[src/rtl/asram_pkg.sv]
// Shared types and cycle arithmetic for the asynchronous SRAM controller.
// Assumes: all limits are non-negative nanosecond integers.
package asram_pkg;

    // Sequencer states; one write path, one read path, one shared completion state.
    typedef enum logic [2:0] {
        ST_IDLE   = 3'd0,
        ST_WSETUP = 3'd1,
        ST_WPULSE = 3'd2,
        ST_WHOLD  = 3'd3,
        ST_RACC   = 3'd4,
        ST_DONE   = 3'd5
    } seq_state_t;

    // Converts a nanosecond limit to clock cycles, rounding up, never below one.
    function automatic int unsigned ns_to_cyc(input int unsigned ns, input int unsigned per);
        int unsigned c;
        c = (ns + per - 1) / per;
        if (c < 1) c = 1;
        return c;
    endfunction

    // Larger of two cycle counts.
    function automatic int unsigned max2(input int unsigned a, input int unsigned b);
        return (a > b) ? a : b;
    endfunction

endpackage

[src/rtl/asram_phase_timer.sv]
// Phase timer: a loadable down-counter that flags when the current phase
// has reached its final cycle. Assumes load values are phase length minus one.
module asram_phase_timer #(
    parameter int unsigned CNT_W = 3
) (
    input  logic             clk,
    input  logic             rst_n,
    input  logic             load_i,
    input  logic [CNT_W-1:0] load_val_i,
    output logic             zero_o
);

    logic [CNT_W-1:0] cnt_q;

    // Load on phase entry, otherwise count down and rest at zero.
    always_ff @(posedge clk) begin
        if (!rst_n) begin
            cnt_q <= '0;
        end else if (load_i) begin
            cnt_q <= load_val_i;
        end else if (cnt_q != '0) begin
            cnt_q <= cnt_q - 1'b1;
        end
    end

    assign zero_o = (cnt_q == '0);

    // a loaded phase lasts at least one cycle; zero only follows a zero load.
    a_r10_phase_min: assert property (@(posedge clk) disable iff (!rst_n)
        (load_i && (load_val_i != '0)) |=> !zero_o);

endmodule

[src/rtl/asram_seq.sv]
// Cycle sequencer: walks a request through setup, strobe, hold or access
// phases and back to idle. Assumes phase lengths are at least one cycle.
module asram_seq
    import asram_pkg::*;
#(
    parameter int unsigned SETUP_CYC = 2,
    parameter int unsigned PULSE_CYC = 3,
    parameter int unsigned HOLD_CYC  = 1,
    parameter int unsigned ACC_CYC   = 4,
    parameter int unsigned CNT_W     = 3
) (
    input  logic       clk,
    input  logic       rst_n,
    input  logic       req_i,
    input  logic       req_wr_i,
    output logic       accept_o,
    output logic       capture_o,
    output seq_state_t state_d_o
);

    localparam logic [CNT_W-1:0] SETUP_LD = CNT_W'(SETUP_CYC - 1);
    localparam logic [CNT_W-1:0] PULSE_LD = CNT_W'(PULSE_CYC - 1);
    localparam logic [CNT_W-1:0] HOLD_LD  = CNT_W'(HOLD_CYC - 1);
    localparam logic [CNT_W-1:0] ACC_LD   = CNT_W'(ACC_CYC - 1);

    seq_state_t       state_q, state_d;
    logic             tmr_load;
    logic [CNT_W-1:0] tmr_val;
    logic             tmr_zero;

    asram_phase_timer #(.CNT_W(CNT_W)) u_timer (
        .clk       (clk),
        .rst_n     (rst_n),
        .load_i    (tmr_load),
        .load_val_i(tmr_val),
        .zero_o    (tmr_zero)
    );

    // Next-state and phase-timer load selection.
    always_comb begin
        state_d   = state_q;
        tmr_load  = 1'b0;
        tmr_val   = '0;
        accept_o  = 1'b0;
        capture_o = 1'b0;
        unique case (state_q)
            ST_IDLE: begin
                if (req_i) begin
                    accept_o = 1'b1;
                    tmr_load = 1'b1;
                    if (req_wr_i) begin
                        state_d = ST_WSETUP;
                        tmr_val = SETUP_LD;
                    end else begin
                        state_d = ST_RACC;
                        tmr_val = ACC_LD;
                    end
                end
            end
            ST_WSETUP: begin
                if (tmr_zero) begin
                    state_d  = ST_WPULSE;
                    tmr_load = 1'b1;
                    tmr_val  = PULSE_LD;
                end
            end
            ST_WPULSE: begin
                if (tmr_zero) begin
                    state_d  = ST_WHOLD;
                    tmr_load = 1'b1;
                    tmr_val  = HOLD_LD;
                end
            end
            ST_WHOLD: begin
                if (tmr_zero) state_d = ST_DONE;
            end
            ST_RACC: begin
                if (tmr_zero) begin
                    capture_o = 1'b1;
                    state_d   = ST_DONE;
                end
            end
            ST_DONE: state_d = ST_IDLE;
            default: state_d = ST_IDLE;
        endcase
    end

    // State register.
    always_ff @(posedge clk) begin
        if (!rst_n) state_q <= ST_IDLE;
        else        state_q <= state_d;
    end

    assign state_d_o = state_d;

    // a request is only taken from idle.
    a_r8_accept_idle: assert property (@(posedge clk) disable iff (!rst_n)
        accept_o |=> (state_q == ST_WSETUP || state_q == ST_RACC));

    // completion always returns to idle on the next cycle.
    a_r7_done_once: assert property (@(posedge clk) disable iff (!rst_n)
        (state_q == ST_DONE) |=> (state_q == ST_IDLE));

endmodule

[src/rtl/asram_pin_drv.sv]
// Pin driver: registers the memory strobes from the next sequencer state,
// holds the address and write word, and captures read data.
// Assumes mem_dq_i is valid once select and output enable have been low
// for the access window.
module asram_pin_drv
    import asram_pkg::*;
#(
    parameter int unsigned ADDR_W    = 11,
    parameter int unsigned DATA_W    = 8,
    parameter int unsigned PULSE_CYC = 3,
    parameter int unsigned ACC_CYC   = 4,
    parameter int unsigned CNT_W     = 3
) (
    input  logic              clk,
    input  logic              rst_n,
    input  logic              accept_i,
    input  logic              capture_i,
    input  seq_state_t        state_d_i,
    input  logic [ADDR_W-1:0] req_addr_i,
    input  logic [DATA_W-1:0] req_wdata_i,
    input  logic [DATA_W-1:0] mem_dq_i,
    output logic              mem_cs_n,
    output logic              mem_wr_n,
    output logic              mem_rd_n,
    output logic [ADDR_W-1:0] mem_addr_o,
    output logic [DATA_W-1:0] mem_dq_o,
    output logic              mem_dq_oe,
    output logic              ready_o,
    output logic [DATA_W-1:0] rdata_o
);

    logic [ADDR_W-1:0] addr_q;
    logic [DATA_W-1:0] wdata_q;
    logic [DATA_W-1:0] rdata_q;
    logic              cs_d, wr_d, rd_d, oe_d;

    // Strobe decode from the state the sequencer is entering.
    always_comb begin
        cs_d = (state_d_i == ST_WSETUP) || (state_d_i == ST_WPULSE) ||
               (state_d_i == ST_WHOLD)  || (state_d_i == ST_RACC);
        wr_d = (state_d_i == ST_WPULSE);
        rd_d = (state_d_i == ST_RACC);
        oe_d = (state_d_i == ST_WPULSE) || (state_d_i == ST_WHOLD);
    end

    // Glitch-free registered strobes and completion pulse.
    always_ff @(posedge clk) begin
        if (!rst_n) begin
            mem_cs_n  <= 1'b1;
            mem_wr_n  <= 1'b1;
            mem_rd_n  <= 1'b1;
            mem_dq_oe <= 1'b0;
            ready_o   <= 1'b0;
        end else begin
            mem_cs_n  <= !cs_d;
            mem_wr_n  <= !wr_d;
            mem_rd_n  <= !rd_d;
            mem_dq_oe <= oe_d;
            ready_o   <= (state_d_i == ST_DONE);
        end
    end

    // Address and write word held from acceptance to the next acceptance.
    always_ff @(posedge clk) begin
        if (!rst_n) begin
            addr_q  <= '0;
            wdata_q <= '0;
        end else if (accept_i) begin
            addr_q  <= req_addr_i;
            wdata_q <= req_wdata_i;
        end
    end

    // Read word sampled on the final edge of the access window.
    always_ff @(posedge clk) begin
        if (!rst_n)         rdata_q <= '0;
        else if (capture_i) rdata_q <= mem_dq_i;
    end

    assign mem_addr_o = addr_q;
    assign mem_dq_o   = wdata_q;
    assign rdata_o    = rdata_q;

    // ---------------- checks ----------------
    localparam logic [CNT_W:0] PULSE_REF = (CNT_W+1)'(PULSE_CYC);
    localparam logic [CNT_W:0] ACC_REF   = (CNT_W+1)'(ACC_CYC - 1);

    logic [CNT_W:0] chk_wr_low;
    logic [CNT_W:0] chk_rd_low;

    // Saturating counts of strobe-low cycles, for width checks.
    always_ff @(posedge clk) begin
        if (!rst_n) begin
            chk_wr_low <= '0;
            chk_rd_low <= '0;
        end else begin
            if (mem_wr_n)               chk_wr_low <= '0;
            else if (chk_wr_low != '1)  chk_wr_low <= chk_wr_low + 1'b1;
            if (mem_rd_n)               chk_rd_low <= '0;
            else if (chk_rd_low != '1)  chk_rd_low <= chk_rd_low + 1'b1;
        end
    end

    a_r2_pulse_width: assert property (@(posedge clk) disable iff (!rst_n)
        $rose(mem_wr_n) |-> (chk_wr_low >= PULSE_REF));

    a_r2_data_stable: assert property (@(posedge clk) disable iff (!rst_n)
        (!mem_wr_n) |-> $stable(mem_dq_o));

    a_r3_no_contention: assert property (@(posedge clk) disable iff (!rst_n)
        mem_dq_oe |-> (mem_rd_n && $past(mem_rd_n)));

    a_r3_drive_at_fall: assert property (@(posedge clk) disable iff (!rst_n)
        $fell(mem_wr_n) |-> mem_dq_oe);

    a_r3_drive_past_rise: assert property (@(posedge clk) disable iff (!rst_n)
        $rose(mem_wr_n) |-> mem_dq_oe);

    a_r4_wr_needs_cs: assert property (@(posedge clk) disable iff (!rst_n)
        (!mem_wr_n) |-> (!mem_cs_n && mem_rd_n));

    a_r5_read_strobes: assert property (@(posedge clk) disable iff (!rst_n)
        (!mem_rd_n) |-> (mem_wr_n && !mem_cs_n));

    a_r5_access_time: assert property (@(posedge clk) disable iff (!rst_n)
        capture_i |-> (!mem_rd_n && chk_rd_low >= ACC_REF));

    a_r6_addr_stable: assert property (@(posedge clk) disable iff (!rst_n)
        (!mem_cs_n && $past(!mem_cs_n)) |-> $stable(mem_addr_o));

    a_r6_wr_after_cs: assert property (@(posedge clk) disable iff (!rst_n)
        $fell(mem_wr_n) |-> $past(!mem_cs_n));

    a_r7_ready_pulse: assert property (@(posedge clk) disable iff (!rst_n)
        ready_o |=> !ready_o);

endmodule

[src/rtl/asram_port_ctrl.sv]
// Asynchronous SRAM port controller top: derives cycle counts from
// nanosecond limits and joins the sequencer to the pin driver.
// Assumes one outstanding request; requests outside idle are dropped.
module asram_port_ctrl
    import asram_pkg::*;
#(
    parameter int unsigned ADDR_W        = 11,
    parameter int unsigned DATA_W        = 8,
    parameter int unsigned CLK_PERIOD_NS = 4,
    parameter int unsigned T_WR_PULSE_NS = 12,
    parameter int unsigned T_DSETUP_NS   = 10,
    parameter int unsigned T_CS_END_NS   = 12,
    parameter int unsigned T_WR_CYCLE_NS = 15,
    parameter int unsigned T_ACCESS_NS   = 15,
    parameter int unsigned T_RD_CYCLE_NS = 15,
    parameter int unsigned T_FLOAT_NS    = 8
) (
    input  logic              clk,
    input  logic              rst_n,
    input  logic              req_i,
    input  logic              req_wr_i,
    input  logic [ADDR_W-1:0] req_addr_i,
    input  logic [DATA_W-1:0] req_wdata_i,
    output logic              ready_o,
    output logic [DATA_W-1:0] rdata_o,
    output logic              mem_cs_n,
    output logic              mem_wr_n,
    output logic              mem_rd_n,
    output logic [ADDR_W-1:0] mem_addr_o,
    output logic [DATA_W-1:0] mem_dq_o,
    output logic              mem_dq_oe,
    input  logic [DATA_W-1:0] mem_dq_i
);

    localparam int unsigned SETUP_CYC = ns_to_cyc(T_FLOAT_NS, CLK_PERIOD_NS);
    localparam int unsigned PULSE_CYC = max2(ns_to_cyc(T_WR_PULSE_NS, CLK_PERIOD_NS),
                                        max2(ns_to_cyc(T_DSETUP_NS, CLK_PERIOD_NS),
                                             ns_to_cyc(T_CS_END_NS, CLK_PERIOD_NS)));
    localparam int unsigned WC_CYC    = ns_to_cyc(T_WR_CYCLE_NS, CLK_PERIOD_NS);
    localparam int unsigned HOLD_CYC  = (WC_CYC > SETUP_CYC + PULSE_CYC + 1) ?
                                        (WC_CYC - SETUP_CYC - PULSE_CYC) : 1;
    localparam int unsigned ACC_CYC   = max2(ns_to_cyc(T_ACCESS_NS, CLK_PERIOD_NS),
                                             ns_to_cyc(T_RD_CYCLE_NS, CLK_PERIOD_NS));
    localparam int unsigned MAX_CYC   = max2(max2(SETUP_CYC, PULSE_CYC), max2(HOLD_CYC, ACC_CYC));
    localparam int unsigned CNT_W     = $clog2(MAX_CYC + 1);

    logic       accept;
    logic       capture;
    seq_state_t state_d;

    asram_seq #(
        .SETUP_CYC(SETUP_CYC),
        .PULSE_CYC(PULSE_CYC),
        .HOLD_CYC (HOLD_CYC),
        .ACC_CYC  (ACC_CYC),
        .CNT_W    (CNT_W)
    ) u_seq (
        .clk      (clk),
        .rst_n    (rst_n),
        .req_i    (req_i),
        .req_wr_i (req_wr_i),
        .accept_o (accept),
        .capture_o(capture),
        .state_d_o(state_d)
    );

    asram_pin_drv #(
        .ADDR_W   (ADDR_W),
        .DATA_W   (DATA_W),
        .PULSE_CYC(PULSE_CYC),
        .ACC_CYC  (ACC_CYC),
        .CNT_W    (CNT_W)
    ) u_pins (
        .clk        (clk),
        .rst_n      (rst_n),
        .accept_i   (accept),
        .capture_i  (capture),
        .state_d_i  (state_d),
        .req_addr_i (req_addr_i),
        .req_wdata_i(req_wdata_i),
        .mem_dq_i   (mem_dq_i),
        .mem_cs_n   (mem_cs_n),
        .mem_wr_n   (mem_wr_n),
        .mem_rd_n   (mem_rd_n),
        .mem_addr_o (mem_addr_o),
        .mem_dq_o   (mem_dq_o),
        .mem_dq_oe  (mem_dq_oe),
        .ready_o    (ready_o),
        .rdata_o    (rdata_o)
    );

endmodule

[config.mk]
export PLATFORM = sky130hd
export DESIGN_NAME = asram_port_ctrl
export DESIGN_NICKNAME = d
export VERILOG_FILES = /design/src/rtl/asram_pkg.sv /design/src/rtl/asram_phase_timer.sv /design/src/rtl/asram_seq.sv /design/src/rtl/asram_pin_drv.sv /design/src/rtl/asram_port_ctrl.sv
export SDC_FILE = /design/constraint.sdc
export NUM_CORES = 1
export LEC_CHECK = 0
export BUFFER_PORTS_ARGS = -buffer_cell sky130_fd_sc_hd__buf_4
export CORE_MARGIN = 4
export CORE_UTILIZATION = 50
export DETAILED_ROUTE_END_ITERATION = 16
export GPL_TIMING_DRIVEN = 0
export PLACE_DENSITY = 0.81
export SYNTH_ARGS = -nofsm -noshare
export SYNTH_HDL_FRONTEND = slang
export SYNTH_SLANG_ARGS = --single-unit
[constraint.sdc]
create_clock -name clk -period 3.82 [get_ports clk]
set_input_delay 0.191 -clock clk [delete_from_list [all_inputs] [get_ports clk]]
set_output_delay 0.191 -clock clk [all_outputs]
set_load 0.02 [all_outputs]
# Word-level counts from Yosys, hierarchy flattened

Cells that the tools add are included.

Output and inout bits: 32
RAM bits: 0
Bits in read-only memories: 0
Memories: 0
Latch bits: 0
Bits of input ports: 31
Register bits after elaboration: 38
Word-level logic and storage cells: 50

Equal/unequal tests: 9
Multipliers: 0
Divide/modulo/power cells: 0
Shift-type cells: 0
Bitwise operators: 0
$add $sub $neg: 1
Magnitude comparators: 0
Reductions and logical operators: 13
Mux-type cells: 17

Operators by type and width:

| kind                  | number |
|---|---|
| $mux W3               | 8 |
| $eq A3 B2 Y1 const B  | 4 |
| $pmux W3 S4           | 1 |
| $eq A3 B3 Y1 const B  | 3 |
| $eq A3 B1 Y1 const B  | 2 |
| $logic_not A3 Y1      | 2 |
| $pmux W3 S2           | 1 |
| $logic_or A1 B1 Y1    | 4 |
| $mux W1               | 4 |
| $mux W2               | 2 |
| $reduce_or A2 Y1      | 2 |
| $logic_not A1 Y1      | 3 |
| $reduce_bool A3 Y1    | 1 |
| $sub A3 B1 Y3 const B | 1 |
| $pmux W1 S2           | 1 |
| $reduce_bool A2 Y1    | 1 |

# Longest topological paths before layout

Gate-level depths: netlist of the first run.

Word-level depth: 8
Mapped depth: 9
Gate-level depth less buffers: 7

# By module

Synthesis of the first run repeated with hierarchy kept, for this count alone.

Cell total of the unflattened synthesis: 158
Area total of the unflattened synthesis: 1,670.4 um^2

By module, submodules not included:

| module            | instances | area each (um^2) | seq. area each (um^2) | cells each |
|---|---|---|---|---|
| asram_pin_drv     | 1         | 1,176.1          | 640.6                 | 101 |
| asram_seq         | 1         | 289.0            | 60.1                  | 35 |
| asram_phase_timer | 1         | 205.2            | 60.1                  | 22 |

# Worst setup path before layout of the first run

No wires, ideal clock.

Path kind: register -> register
Start point: reg u_seq.u_timer.cnt_q[0]
End point: reg u_pins.mem_cs_n
Required time: 3,694 ps
Library setup time: 126 ps
Arrival: 1,429 ps
Path slack: 2,265 ps
Buffers on the path: 2
Period minus slack after synthesis: 1,555 ps
Stages on the path, launching flop included: 10
Cell sequence: dfxtp_1 -> inv_1 -> ha_1 -> ha_1 -> buf_2 -> nand4bb_1 -> buf_2 -> o21a_1 -> a21oi_1 -> nand3b_1

Cells in the longest elaborated chain, start to end: 8
Elaborated cells on any way between the ends: 13
Classes of those cells: eq/ne (4); mux (4); reduce/logical (5)

RTL lines:

| element                                      | RTL line                | RTL |
|---|---|---|
| start: declaration                           | asram_phase_timer.sv:13 | `logic [CNT_W-1:0] cnt_q;` |
| start signal: assignment                     | asram_phase_timer.sv:20 | `cnt_q <= load_val_i;` |
| start signal: assignment                     | asram_phase_timer.sv:22 | `cnt_q <= cnt_q - 1'b1;` |
| $logic_not A3 Y1 (*)                         | asram_phase_timer.sv:26 | `assign zero_o = (cnt_q == '0);` |
| $mux W3 (on tied branches)                   | -                       |  |
| $pmux W3 S4 (*)                              | asram_seq.sv:46         | `unique case (state_q)` |
| $eq A3 B1 Y1 or $eq A3 B2 Y1 (tied branches) | asram_pin_drv.sv:39     | `cs_d = (state_d_i == ST_WSETUP) \|\| (state_d_i == ST_WPULSE) \|\|` |
| $logic_or A1 B1 Y1 (2 in a row)              | asram_pin_drv.sv:39     |  |
| $logic_or A1 B1 Y1 (*)                       | asram_pin_drv.sv:40     | `(state_d_i == ST_WHOLD) \|\| (state_d_i == ST_RACC);` |
| $logic_not A1 Y1 (*)                         | asram_pin_drv.sv:55     | `mem_cs_n <= !cs_d;` |
| end signal: assignment                       | asram_pin_drv.sv:55     |  |
| end: declaration                             | asram_pin_drv.sv:22     | `output logic mem_cs_n,` |

Every way passes the cells marked *; elsewhere a longest branch is shown, timed or not.
A chain may end at the register's enable or synchronous reset.

# Worst setup path in the final report of the first run

Same ends and word-level chain as after synthesis.

==> flow_summary.yaml, run 1 <==
setup_path:
  path_cells: "inv_1 -> ha_1 -> ha_1 -> buf_2 -> nand4bb_1 -> buf_2 -> o21a_1 -> a21oi_1 -> nand3b_1"
  max_stage_delay_ns: 0.34
  end_kind: "flop"
  cp.required_ns: 4.05
  crit_fanout: 9
  path_class: "flop to flop"
  start_kind: "flop"
  crit_slowest_cell: "dfxtp_1"
  arrival_ns: 1.94
  critPathTopFamily: "buffers and inverters"
  crit_buf_inv: 3
pwr:
  power_frac_clock: 0.160
  share_comb_of_total_power: 0.442
  seqPwrFrac: 0.398
  ir_drop_mv: 0.3376
  p_sw_mw: 0.4678
  switching_share: 0.3709
  internal_power_mw: 0.7933
  pwr_density_cell_nw_per_um2: 566.2
  power_leakage_nw: 0.9673
placement:
  place.port_buffers: 61
  dpl_cell_area_sq_um: 2172
  place_hpwl_um: 2567
  place.gp.congestion: 0.7549
final_layout:
  areaGrowthSynthToFinish_pct: 34.24
  n_antenna_cell: 0
  fillers: 261
  layout-drive-gt1-share: 0.3619
  nNetsFinal: 289
  finalInstanceArea_sq_um: 2227
grt:
  grt_max_degree: 13
  grt-ovfl-total: 0
  grt_pass1_vias: 1296
  grt_pass1_wl_um: 5651
  antenna_found_initial: 0
  grt.total_usage: 0.1699
floorplan:
  io_pins: 63
  fp.dieArea_sq_um: 4304
  core_sq_um: 3103
  die_height_um: 65.61
  start_util: 0.5347
  die_w_um: 65.61
  row_count: 20
timing:
  finalMaxSlewViolations: 0
  min_period_over_period: 0.4481
  tns_ns: 0
  finalHoldViolCount: 0
  rsz0062_at_grt: "false"
  fmax_mhz: 584.2
  finClkSkew_ns: 0.006521
  maxSlewHeadroom: 0.7381
  worst_pin_slew_ns: 0.3928
  finalSetupViolations: 0
  fin_crit_ns: 1.712
route:
  drc: 0
  vias: 1426
  wire_per_inst_um: 11.23
  ant_nets: 0
  drt_iter0_drc: 73
  dr.pass1.iters: 4
  wl_um: 3380
  vias_per_cell: 4.738
clock_network:
  post_cts_buffers: 0
  cts_buffers: 5
  cts_htree_levels: 2
  postCtsResizedCells: 0
  worstSkewPairLatency_ns: 0.34
  tritoncts: "built"
  clock_path_buffers: 2
  cts_root_buffer: "clkbuf_4"
  clkTransAtPathRegs_ns: 0.11
  holdBufCountCts: 0
  cts.sinks: 38
min_path:
  hp-class: "input pin to flop"
yosys:
  synth_top_family_by_area: "simple AND/OR/NAND/NOR gates"
  synth-seq-area-share: 0.4585
  async_flop_share: 0
  netlist-cell-type-count: 38
  syn_area_sq_um: 1659
  synth_seq_cells: 38
  synth_top_area_share: 0.4585
  synth_compound_area_frac: 0.1968
  synth_xor_xnor_area_share: 0.005279
  syn_nets: 221
  yosys.area_share.simple: 0.2330
  synthCells: 188
  yosysTopAreaCell: "dfxtp_1"
  postSynthAreaPerCell_sq_um: 8.825
  synth_edf_count: 0
  ys_warn_count: 0
  synth_mux_area_frac: 0.02489
  synth_adder_area_share: 0.01508
  synth_area_leaders: "dfxtp_1, nand2_1, a21boi_0"
  synth_ff_type: "dfxtp_1"
status:
  status: "complete, no violations"
run:
  max_cap_violations: 0
placed cells by master (no fill, tap or decap), types with 2 or more instances in the layout:
master / n
a21boi_2: 10
ha_1: 2
buf_2: 6
nand3_1: 4
mux2i_1: 3
a21oi_1: 4
o21ai_0: 4
clkbuf_1: 4
nand2_1: 60
buf_4: 63
nand4bb_1: 2
dfxtp_1: 38
clkbuf_4: 5
a21boi_0: 17
and3_1: 3
nor2b_1: 2
and2_1: 2
inv_1: 5
power by group through the flow:
stage	Combinational (mW)	Clock, mW	Sequential, mW
floorplan	0.335	0	0.572
global placement	0.559	0	0.511
detailed placement	0.565	0	0.512
CTS	0.566	0.210	0.503
global route	0.626	0.230	0.512
finish	0.558	0.202	0.502
cells in the mapped netlist, drive strengths merged, types with 3 or more instances:
| master | count |
|---|---|
| a21boi | 27 |
| a21oi | 4 |
| and3 | 3 |
| buf | 11 |
| clkbuf | 3 |
| dfxtp | 38 |
| inv | 5 |
| mux2i | 3 |
| nand2 | 61 |
| nand3 | 4 |
| nor2b | 3 |
| o21ai | 4 |
metrics by stage:
| stage | hold slack [ns] | util | cells | power (mW) | worst slack, ns |
|---|---|---|---|---|---|
| after floorplan | 0.3359 | - | 188 | 0.9064 | 2.265 |
| after global placement | 0.4509 | 0.7000 | 293 | 1.070 | 2.108 |
| after detailed placement | 0.4545 | 0.7000 | 293 | 1.076 | 2.093 |
| after CTS | 0.07915 | 0.7177 | 301 | 1.278 | 2.090 |
| after global routing | 0.07613 | 0.7177 | 301 | 1.368 | 1.937 |
| final | 0.09268 | 0.7177 | 301 | 1.261 | 2.108 |
worst paths after layout:
path | cells after the start | to | slack, ns | from
max | 9 | u_pins.mem_cs_n | 2.11 | u_seq.u_timer.cnt_q[0]
min | 3 | u_pins.mem_dq_o[5] | 0.09 | req_wdata_i[5]
max reg2reg | 9 | u_pins.mem_cs_n | 2.11 | u_seq.u_timer.cnt_q[0]
min reg2reg | 2 | u_pins.rdata_o[6] | 0.47 | u_pins.rdata_o[6]
tightest hold or removal path: cells and delay by family:
family          cells  cell delay (ns)
simple gates        1             0.06
compound gates      1             0.04
buf+inv             1             0.11
layout make-up:
class / count / area (sq um) / share of cell area
buffer: 14 / 91.34 / 0.04101
clock buffer: 6 / 41.29 / 0.01854
clock inverter: 2 / 13.76 / 0.006180
inverter: 5 / 18.77 / 0.008427
multi-input combinational: 131 / 788.3 / 0.3539
sequential: 38 / 760.7 / 0.3416
tap: 44 / 55.05 / 0.02472
timing repair buffer: 61 / 457.9 / 0.2056
kinds of logic (layout without fill, tap and decap cells):
family | count (synthesis) | after routing
fa+ha+maj | 2 | 2
simple gates | 83 | 83
xor+xnor | 1 | 1
flops | 38 | 38
mux | 4 | 4
buf+inv | 19 | 88
compound gates | 41 | 41
layer usage:
layer | wire length, um | vias up | GRT usage
met3 | 235 | 5 | 0.04615
li1 | - | 754 | -
met5 | 0 | - | 0
met1 | 1463 | 620 | 0.1981
met2 | 1637 | 47 | 0.2920
met4 | 44 | 0 | 0.06995
state kept, by name, indices dropped and copies added (netlist names), 3 cells and up:
register / flops
u_pins.mem_addr_o: 11
u_pins.mem_dq_o: 8
u_pins.rdata_o: 8
u_seq.state_q: 3
u_seq.u_timer.cnt_q: 3
Note: power is estimated with default switching activity, not from simulation.
==> run 2, diff against run 1 <==
--- a/config.mk
+++ b/config.mk
@@ -7,10 +7,10 @@
 export LEC_CHECK = 0
 export BUFFER_PORTS_ARGS = -buffer_cell sky130_fd_sc_hd__buf_4
 export CORE_MARGIN = 4
-export CORE_UTILIZATION = 50
+export CORE_UTILIZATION = 48
 export DETAILED_ROUTE_END_ITERATION = 16
 export GPL_TIMING_DRIVEN = 0
-export PLACE_DENSITY = 0.81
+export PLACE_DENSITY = 0.78
 export SYNTH_ARGS = -nofsm -noshare
 export SYNTH_HDL_FRONTEND = slang
 export SYNTH_SLANG_ARGS = --single-unit
==> constraint.sdc (replaced) <==
create_clock -name clk -period 1.6 [get_ports clk]
set_input_delay 0.08 -clock clk [delete_from_list [all_inputs] [get_ports clk]]
set_output_delay 0.08 -clock clk [all_outputs]
set_load 0.02 [all_outputs]
==> flow_summary.yaml, run 2 (same netlist as run 1, synthesis figures left out) <==
status:
  status: "complete, no violations"
pwr:
  power_leakage_nw: 1.103
  ir_drop_mv: 0.8849
  pwr_density_cell_nw_per_um2: 1335
floorplan:
  io_pins: 63
  start_util: 0.4972
  die_w_um: 66.79
  die_height_um: 66.79
  fp.dieArea_sq_um: 4461
  core_sq_um: 3337
  row_count: 21
timing:
  finalHoldViolCount: 0
  tns_ns: 0
  min_period_over_period: 0.9389
  finClkSkew_ns: 0.01044
  fin_crit_ns: 1.502
  maxSlewHeadroom: 0.7373
  fmax_mhz: 665.7
  setup_ws_ns: 0.09782
  finalSetupViolations: 0
  finalMaxSlewViolations: 0
  worst_pin_slew_ns: 0.3941
final_layout:
  fillers: 239
  n_antenna_cell: 0
  final_common_cell: "buf_4"
  layout-drive-gt1-share: 0.3497
  finalInstanceArea_sq_um: 2577
  nNetsFinal: 318
  largest_reg_flops: 11
  layout_common_cells: "buf_4, nand2_1, dfxtp_1"
  fin_cells: 332
  areaGrowthSynthToFinish_pct: 55.35
setup_path:
  start_kind: "flop"
  path_depth: 8
  reg2reg_depth: 8
  critPathTopFamily: "simple AND/OR/NAND/NOR gates"
  startpoint: "u_seq.u_timer.cnt_q[1]"
  r2r-start: "u_seq.u_timer.cnt_q[1]"
  crit_buf_inv: 2
  r2r-end: "u_seq.u_timer.cnt_q[1]"
  crit_fanout: 10
  arrival_ns: 1.74
  max_stage_delay_ns: 0.34
  reg2reg_slack_ns: 0.1
  path_class: "flop to flop"
  crit_end: "u_seq.u_timer.cnt_q[1]"
  critPathMostFrequentCell: "ha_4"
  crit_slowest_cell: "dfxtp_1"
  end_kind: "flop"
  path_cells: "inv_2 -> ha_4 -> ha_4 -> buf_6 -> mux2i_1 -> nor3_1 -> o32ai_1 -> and3_1"
  cp.required_ns: 1.84
min_path:
  hp-class: "input pin to flop"
  hold_depth: 2
clock_network:
  clock_path_buffers: 2
  cts.sinks: 38
  cts_htree_levels: 2
  cts_root_buffer: "clkbuf_4"
  worstSkewPairLatency_ns: 0.34
  cts_buffers: 5
  tritoncts: "built"
  clkTransAtPathRegs_ns: 0.11
placement:
  place.port_buffers: 61
  place_hpwl_um: 2619
  dpl_cell_area_sq_um: 2175
  place_inst: 295
  place_ws_ns: -0.1237
  place.gp.congestion: 0.7462
route:
  vias_per_cell: 4.828
  wire_per_inst_um: 12.66
  drt_iter0_drc: 69
  vias: 1603
  wl_um: 4202
  ant_nets: 0
  drc: 0
  dr.pass1.iters: 4
run:
  max_cap_violations: 0
grt:
  met2_usage: 0.3515
  grt-ovfl-total: 0
  grt_pass1_vias: 1543
  grt_max_degree: 12
  met1_usage: 0.2148
  grt_util_met3: 0.06071
  antenna_found_initial: 0
  grt_pass1_wl_um: 6568
  grt.total_usage: 0.1925
  busiest_layer: "met2"
run 2: changes by cell type in the layout (fill, tap and decap cells not counted), moves of 2 or more:
cell	delta
ha_1	-2
buf_2	-2
buf_6	+2
buf_4	+2
inv_1	-2
dlygate4sd3_1	+27
ha_4	+2
inv_2	+2
run 2: through the flow:
| step | utilization | total power, mW | hold WS [ns] |
|---|---|---|---|
| global placement | 0.6517 | 2.557 | 0.3366 |
| floorplan | - | 2.164 | 0.2249 |
| global route | 0.7724 | 3.659 | 0.1535 |
| finish | 0.7724 | 3.440 | 0.1346 |
| CTS | 0.7548 | 3.321 | 0.001819 |
| detailed placement | 0.6517 | 2.585 | 0.3423 |
run 2: worst reg2reg max path, delay by kind of cell, from the launching register on:
family,cells,cell delay (ns)
flops,1,0.34
simple gates,2,0.37
compound gates,1,0.09
buf+inv,2,0.21
mux,1,0.09
fa+ha+maj,2,0.30
run 2: cell type report:
class | instances | area [sq um] | area share
plain buffers | 13 | 96.34 | 0.03738
clock buffers | 7 | 45.04 | 0.01748
clock inverters | 1 | 30.03 | 0.01165
inverters | 5 | 18.77 | 0.007282
multi-input cells | 131 | 817.0 | 0.3170
flip-flops and latches | 38 | 762.0 | 0.2956
well taps | 46 | 57.56 | 0.02233
repair buffers | 91 | 750.7 | 0.2913
run 2: timing repair:
item / CTS / global route
setup endpoints to repair: 10 / 6
gates resized for setup: 6 / 5
buffers inserted: 0 / 3
pin swaps: 1 / 3
hold endpoints to repair: 25 / 2
hold buffers: 25 / 2
run 2: power by group:
| group | internal, mW | switching [mW] | total [mW] |
|---|---|---|---|
| clock | 0.332 | 0.301 | 0.633 |
| combinational | 0.776 | 0.814 | 1.59 |
| sequential | 1.12 | 0.0949 | 1.22 |
run 2: worst min-delay path by stage:
stage,startpoint,to,slack [ns]
2_1_floorplan,req_addr_i[6],u_pins.mem_addr_o[6],0.22
3_3_place_gp,req_addr_i[8],u_pins.mem_addr_o[8],0.34
3_5_place_dp,req_addr_i[9],u_pins.mem_addr_o[9],0.34
4_1_cts,mem_dq_i[5],u_pins.rdata_o[5],0.002
5_1_grt,rst_n,u_pins.rdata_o[7],0.15
6_report,rst_n,u_pins.rdata_o[2],0.13
run 2: layer usage:
layer  vias up  part of all wire
met1       737              0.43
li1        815                 -
met4         0             0.010
met2        45              0.50
met3         6             0.064
met5         -                 0
